**src/rtl/pdc_pkg.sv**
```systemverilog
package pdc_pkg;

    localparam int NDOM      = 4;
    localparam int ACK_SHIFT = 16;

    localparam logic [7:0] A_PWR   = 8'h08;
    localparam logic [7:0] A_STS   = 8'h0c;
    localparam logic [7:0] A_IREQ  = 8'h10;
    localparam logic [7:0] A_IDLE  = 8'h14;
    localparam logic [7:0] A_CDN   = 8'h34;
    localparam logic [7:0] A_CUP   = 8'h38;
    localparam logic [7:0] A_GDN   = 8'h3c;
    localparam logic [7:0] A_GUP   = 8'h40;

    typedef enum logic [1:0] {GRP_FIXED, GRP_CORE, GRP_GPU} grp_e;
    typedef enum logic [1:0] {PD_ON, PD_FALL, PD_OFF, PD_RISE} pd_state_e;

    function automatic int pwr_pos(input int d);
        case (d)
            0: return 7;
            1: return 14;
            2: return 8;
            default: return 9;
        endcase
    endfunction

    function automatic int sts_pos(input int d);
        case (d)
            0: return 7;
            1: return 10;
            2: return 8;
            default: return 9;
        endcase
    endfunction

    function automatic int req_pos(input int d);
        case (d)
            0: return 4;
            1: return 9;
            2: return 3;
            default: return 2;
        endcase
    endfunction

    function automatic grp_e dom_grp(input int d);
        return (d == 3) ? GRP_GPU : GRP_FIXED;
    endfunction

endpackage

```
**src/rtl/pdc_tcnt.sv**
```systemverilog
module pdc_tcnt #(
    parameter int CNT_W = 16
) (
    input  logic             clk,
    input  logic             rst_n,
    input  logic             load,
    input  logic [CNT_W-1:0] load_val,
    output logic             done
);
    logic [CNT_W-1:0] cnt_q;

    always_ff @(posedge clk or negedge rst_n) begin
        if (!rst_n)
            cnt_q <= '0;
        else if (load)
            cnt_q <= load_val;
        else if (cnt_q > CNT_W'(1))
            cnt_q <= cnt_q - CNT_W'(1);
    end

    // a length of 0 or 1 both finish after one cycle
    assign done = (cnt_q <= CNT_W'(1));
endmodule

```
**src/rtl/pdc_domain.sv**
```systemverilog
module pdc_domain
    import pdc_pkg::*;
#(
    parameter int CNT_W = 16
) (
    input  logic             clk,
    input  logic             rst_n,
    input  logic             req_off,
    input  logic [CNT_W-1:0] dn_len,
    input  logic [CNT_W-1:0] up_len,
    output logic             pwr_en,
    output logic             st_off
);
    pd_state_e        state_q, state_d;
    logic             cnt_load, cnt_done;
    logic [CNT_W-1:0] cnt_val;

    always_ff @(posedge clk or negedge rst_n) begin
        if (!rst_n) state_q <= PD_ON;
        else        state_q <= state_d;
    end

    always_comb begin
        state_d = state_q;
        unique case (state_q)
            PD_ON:   if (req_off)  state_d = PD_FALL;
            PD_FALL: if (cnt_done) state_d = PD_OFF;
            PD_OFF:  if (!req_off) state_d = PD_RISE;
            PD_RISE: if (cnt_done) state_d = PD_ON;
        endcase
    end

    // length captured only when leaving a stable state
    assign cnt_load = ((state_q == PD_ON) && req_off) || ((state_q == PD_OFF) && !req_off);
    assign cnt_val  = req_off ? dn_len : up_len;

    pdc_tcnt #(.CNT_W(CNT_W)) u_tcnt (
        .clk      (clk),
        .rst_n    (rst_n),
        .load     (cnt_load),
        .load_val (cnt_val),
        .done     (cnt_done)
    );

    always_comb begin
        pwr_en = (state_q == PD_ON)  || (state_q == PD_RISE);
        st_off = (state_q == PD_OFF) || (state_q == PD_RISE);
    end
endmodule

```
**src/rtl/pdc_top.sv**
```systemverilog
module pdc_top
    import pdc_pkg::*;
#(
    parameter int ADDR_W  = 8,
    parameter int DATA_W  = 32,
    parameter int CNT_W   = 16,
    parameter int DEF_LEN = 24
) (
    input  logic              clk,
    input  logic              rst_n,
    input  logic [ADDR_W-1:0] bus_addr,
    input  logic [DATA_W-1:0] bus_wdata,
    input  logic              bus_wr,
    input  logic              bus_rd,
    output logic [DATA_W-1:0] bus_rdata,
    output logic [NDOM-1:0]   pd_pwr_en,
    output logic [NDOM-1:0]   pd_idle_req,
    input  logic [NDOM-1:0]   pd_idle_ack,
    input  logic [NDOM-1:0]   pd_idle_st
);
    localparam logic [CNT_W-1:0] LEN_RST = CNT_W'(DEF_LEN);

    logic [NDOM-1:0]  preq_q, ireq_q, st_off;
    logic [CNT_W-1:0] core_dn_q, core_up_q, gpu_dn_q, gpu_up_q;
    logic [DATA_W-1:0] rd_val;

    always_ff @(posedge clk or negedge rst_n) begin
        if (!rst_n) begin
            preq_q    <= '0;
            ireq_q    <= '0;
            core_dn_q <= LEN_RST;
            core_up_q <= LEN_RST;
            gpu_dn_q  <= LEN_RST;
            gpu_up_q  <= LEN_RST;
        end else if (bus_wr) begin
            case (8'(bus_addr))
                A_PWR:  for (int d = 0; d < NDOM; d++) preq_q[d] <= bus_wdata[pwr_pos(d)];
                A_IREQ: for (int d = 0; d < NDOM; d++) ireq_q[d] <= bus_wdata[req_pos(d)];
                A_CDN:  core_dn_q <= bus_wdata[CNT_W-1:0];
                A_CUP:  core_up_q <= bus_wdata[CNT_W-1:0];
                A_GDN:  gpu_dn_q  <= bus_wdata[CNT_W-1:0];
                A_GUP:  gpu_up_q  <= bus_wdata[CNT_W-1:0];
                default: ;
            endcase
        end
    end

    always_comb begin
        rd_val = '0;
        case (8'(bus_addr))
            A_PWR:  for (int d = 0; d < NDOM; d++) rd_val[pwr_pos(d)] = preq_q[d];
            A_STS:  for (int d = 0; d < NDOM; d++) rd_val[sts_pos(d)] = st_off[d];
            A_IREQ: for (int d = 0; d < NDOM; d++) rd_val[req_pos(d)] = ireq_q[d];
            A_IDLE: for (int d = 0; d < NDOM; d++) begin
                rd_val[req_pos(d)]             = pd_idle_st[d];
                rd_val[req_pos(d) + ACK_SHIFT] = pd_idle_ack[d];
            end
            A_CDN:  rd_val[CNT_W-1:0] = core_dn_q;
            A_CUP:  rd_val[CNT_W-1:0] = core_up_q;
            A_GDN:  rd_val[CNT_W-1:0] = gpu_dn_q;
            A_GUP:  rd_val[CNT_W-1:0] = gpu_up_q;
            default: ;
        endcase
    end

    assign bus_rdata   = bus_rd ? rd_val : '0;
    assign pd_idle_req = ireq_q;

    for (genvar g = 0; g < NDOM; g++) begin : g_dom
        logic [CNT_W-1:0] dn_len, up_len;
        if (dom_grp(g) == GRP_GPU) begin : g_gpu
            assign dn_len = gpu_dn_q;
            assign up_len = gpu_up_q;
        end else if (dom_grp(g) == GRP_CORE) begin : g_core
            assign dn_len = core_dn_q;
            assign up_len = core_up_q;
        end else begin : g_fixed
            assign dn_len = LEN_RST;
            assign up_len = LEN_RST;
        end

        pdc_domain #(.CNT_W(CNT_W)) u_dom (
            .clk     (clk),
            .rst_n   (rst_n),
            .req_off (preq_q[g]),
            .dn_len  (dn_len),
            .up_len  (up_len),
            .pwr_en  (pd_pwr_en[g]),
            .st_off  (st_off[g])
        );
    end
endmodule

```
**config.mk**
```make
export PLATFORM = sky130hd
export DESIGN_NAME = pdc_top
export DESIGN_NICKNAME = d
export VERILOG_FILES = /design/src/rtl/pdc_pkg.sv /design/src/rtl/pdc_tcnt.sv /design/src/rtl/pdc_domain.sv /design/src/rtl/pdc_top.sv
export SDC_FILE = /design/constraint.sdc
export NUM_CORES = 1
export LEC_CHECK = 0
export CORE_UTILIZATION = 35
export CTS_BUF_LIST = sky130_fd_sc_hd__clkbuf_8 sky130_fd_sc_hd__clkbuf_16
export DETAILED_ROUTE_END_ITERATION = 16
export GPL_ROUTABILITY_DRIVEN = 0
export GPL_TIMING_DRIVEN = 0
export HOLD_SLACK_MARGIN = 0.02
export PLACE_DENSITY = 0.59
export SKIP_LAST_GASP = 1
export SYNTH_ARGS = -nofsm -noshare
export SYNTH_HDL_FRONTEND = slang
export SYNTH_HIERARCHICAL = 1
export SYNTH_SLANG_ARGS = --single-unit
```
**constraint.sdc**
```tcl
create_clock -name clk -period 3.1 [get_ports clk]
set_input_delay 0.62 -clock clk [delete_from_list [all_inputs] [get_ports clk]]
set_output_delay 0.62 -clock clk [all_outputs]
set_load 0.03 [all_outputs]
```
==> flow_summary_export.csv <==
group,metric,value,unit
run_status,run_status,"finished, final reports clean",
layout,multi_input_area,0.005583,sq mm
drt,detail_route.first_pass.iterations,5,
synthesis,synth_adder_area_share,0.03263,
drt,finalWirelength,22820,um
power_and_ir_drop,power.leakage,5.034,nW
run,drv_cap,0,
drt,detailroute.via_count,6894,
synthesis,synthesis.instances,842,
timing,finalWorstPathRequiredPeriod,3035,ps
drt,first_iter_violations,419,
synthesis,yosys-mux-area-fraction,0.2076,
drt,ant_nets,0,
drt,via_per_inst,4.988,
critical_path,worst-endpoint-arrival,2410,ps
power_and_ir_drop,max-vdd-ir-drop,322.0,uV
timing,timing_max_transition_violations_final,0,
synthesis,dominant_combinational_cell_family_by_area_after_synthesis,"multiplexers",
clock_network,cts.sinks,144,
synthesis,ys_ff_latch,144,
timing,fin_worst_skew,10.20,ps
drt,routedWlPerCell,16.51,um
layout,antennaDiodeCount,0,
synthesis,ys_types,73,
critical_path,r2r-start,"g_dom[2].u_dom/u_tcnt/cnt_q[10]$_DFFE_PN0P_",
critical_path,critical_path.endpoint_type,"primary output",
clock_network,cts-root-buf,"clkbuf_16",
critical_path,crit_path_frequent_cell,"buf_4",
global_route,grt_start_max_net_pins,94,
synthesis,synth_top_flop_cell,"dfrtp_1",
critical_path,worst-setup-path-type,"primary input to primary output",
layout,final_layout_size_suffix_gt1_frac,0.2899,
critical_path,slowest_delay,480,ps
synthesis,synthArstFlopShare,1.000,
synthesis,synth.yosys.seq_area_share,0.3927,
critical_path,worst_path_max_delay_cell,"a311o_2",
synthesis,postSynthAreaPerCell,10.93,sq um
timing,total_count_of_hold_check_failures_in_the_final_report,0,
critical_path,worstRegToRegCells,7,
timing,max_clock_freq,329.5,MHz
global_route,grt.overflow.total,0,
clock_network,cts-root-to-sink-buffers,2,
synthesis,synth_simple_gate_area_frac,0.1530,
synthesis,synth_top_cells_by_area,"dfrtp_1 37%, mux2_2 14%, xnor2_1 3.3%",
floorplanning,fp-row-count,58,
placement,hpwl,15770,um
global_route,vias_in_the_first_global_route,6951,
timing,tightest_slew,926.0,ps
synthesis,synth_area,0.009203,sq mm
power_and_ir_drop,power_density,694.5,mW/mm^2
layout,register_area,0.003613,sq mm
placement,detailedPlace.worstSlack,-1165,ps
global_route,antenna_violations_before_repair,0,
timing,finalSetupViolations,0,
clock_network,cts_made_buffers,17,
drt,detail_route.drc_violations,0,
layout,area_growth,24.07,%
layout,nNetsFinal,1115,
global_route,grtUsageTotal,0.1805,
clock_network,clock_slew_seen_by_the_registers_of_the_worst_setup_and_hold_paths,70,ps
placement,port-buffer-count,61,
synthesis,ys_warn_count,6,
synthesis,synth_compound_gate_area_share,0.1082,
synthesis,synthXorXnorAreaFrac,0.05139,
floorplanning,die_h,164.2,um
floorplanning,dieWidth,164.2,um
clock_network,hold_fix_buffers_at_cts,0,
critical_path,worst-r2r-setup-slack,430,ps
layout,final_util,0.4482,
critical_path,critical_path_launch_point_type,"primary input",
critical_path,data_required_time_at_the_worst_endpoint,2480,ps
synthesis,synth_top_cell_area_share,0.3698,
critical_path,crit-reg2reg-capture,"g_dom[2].u_dom/state_q[1]$_DFFE_PN0P_",
timing,max-slew-margin-rel,0.3814,
layout,final_cell_mix,"136 x dfrtp_1, 118 x mux2_2, 108 x conb_1",
layout,mostFrequentLayoutCell,"dfrtp_1",
clock_network,clk_lat_worst_skew,430,ps
floorplanning,io_pins,92,
timing,period_share,0.9790,
critical_path,largest_fanout_on_the_critical_path,10,
synthesis,synth_edf_count,0,
timing,grt_setup_unrepaired,"no",
layout,layout.filler_cells,2436,
floorplanning,die_area,0.02695,sq mm
worst_hold_path,hold_path.class,"primary input to async pin",
critical_path,crit_chain,"clkdlybuf4s15_2, buf_4, nand4_1, a311o_2, buf_4, a41oi_2, buf_6",
floorplanning,floorplan.initialDensity,0.3613,
clock_network,tritoncts,"done",
synthesis,synth_top_cell_by_area,"dfrtp_1",
global_route,grt_pass1_wl,37550,um
timing,whs,150.3,ps
clock_network,cts_htree_levels,4,
floorplanning,core_region_area,0.02547,sq mm
timing,finalWorstSetupSlack,65.17,ps
metal layers:
metal  GRT usage  vias to the layer above  part of all wire
li1            -                     3328                 -
met1      0.2541                     3387              0.49
met2      0.2794                      154              0.45
met3     0.03232                       25             0.050
met4     0.05640                        0             0.016
met5           0                        -                 0
registers in the layout, indices dropped and copies added, names as in the netlist:
signal                    flops
core_dn_q                    16
core_up_q                    16
g_dom.dn_len                 16
g_dom.u_dom/state_q           8
g_dom.u_dom/u_tcnt/cnt_q     64
g_dom.up_len                 16
pd_idle_req                   4
preq_q                        4
logic make-up after synthesis:
| family | Yosys count |
|---|---|
| AO/OA/AOI/OAI | 129 |
| XOR/XNOR | 54 |
| adder cells (fa/ha/maj) | 24 |
| buffers and inverters | 87 |
| flip-flops | 144 |
| multiplexers | 169 |
| other | 2 |
| AND/OR/NAND/NOR | 233 |
power breakdown:
part | internal [mW] | switching (mW)
logic | 1.45 | 1.65
registers | 2.41 | 0.496
clock network | 1.05 | 0.865
total | 4.92 | 3.01
repair_timing:
| action | 4_1_cts | 5_1_grt |
|---|---|---|
| pin swaps | 6 | 4 |
| setup endpoints to repair | 20 | 16 |
| setup buffers | 9 | 1 |
| resized for setup | 147 | 14 |
| hold endpoints to repair | 0 | 0 |
worst max-delay path: cells and delay by family:
kind	cells	cell delay, ps
simple gates	1	120
compound gates	2	710
buf+inv	4	950
final cells by class:
type                       count  share of cell area
multi-input combinational    717              0.4890
sequential                   144              0.3165
timing repair buffer          72             0.06225
buffer                        59             0.03858
clock buffer                  18             0.03847
tap                          330             0.03616
clock inverter                14            0.009534
inverter                      28            0.009534
worst max path at each step:
stage / from / to / slack, ps / cells after the start
final: bus_addr[2] / bus_rdata[9] / 70 / 7
after global routing: bus_addr[5] / bus_rdata[9] / 30 / 7
after CTS: bus_addr[3] / bus_rdata[8] / -40 / 7
after detailed placement: bus_addr[5] / bus_rdata[14] / -1160 / 7
after global placement: rst_n / g_dom[0].u_dom/u_tcnt/cnt_q[7]$_DFFE_PN0P_ / -4830 / 1
after floorplan: bus_addr[6] / bus_rdata[10] / 300 / 6
synthesized netlist by cell type (all sizes together), types with 8 or more instances:
| cell | count |
|---|---|
| xor2 | 19 |
| buf | 41 |
| nand4 | 9 |
| dfrtp | 136 |
| xnor2 | 35 |
| ha | 24 |
| nor3 | 20 |
| nand2 | 51 |
| o31ai | 27 |
| dfstp | 8 |
| inv | 28 |
| or4 | 13 |
| mux2 | 145 |
| a22oi | 10 |
| a22o | 9 |
| nor4 | 20 |
| a21oi | 16 |
| nand3 | 15 |
| mux2i | 24 |
| nor2 | 50 |
| a211oi | 16 |
| o21ai | 11 |
| or2 | 10 |
| and2 | 10 |
| clkbuf | 18 |
stage by stage:
step / std cells / cell area (sq um) / total power [mW] / setup TNS (ps)
after floorplan: 948 / 9600 / 5.217 / 0
after global placement: 1339 / 10620 / 5.952 / -697260
after detailed placement: 1340 / 10650 / 6.015 / -20160
after CTS: 1381 / 11370 / 7.998 / -86.45
after global routing: 1382 / 11420 / 8.518 / 0
final: 1382 / 11420 / 7.929 / 0
(Power assumes the default switching activity.)
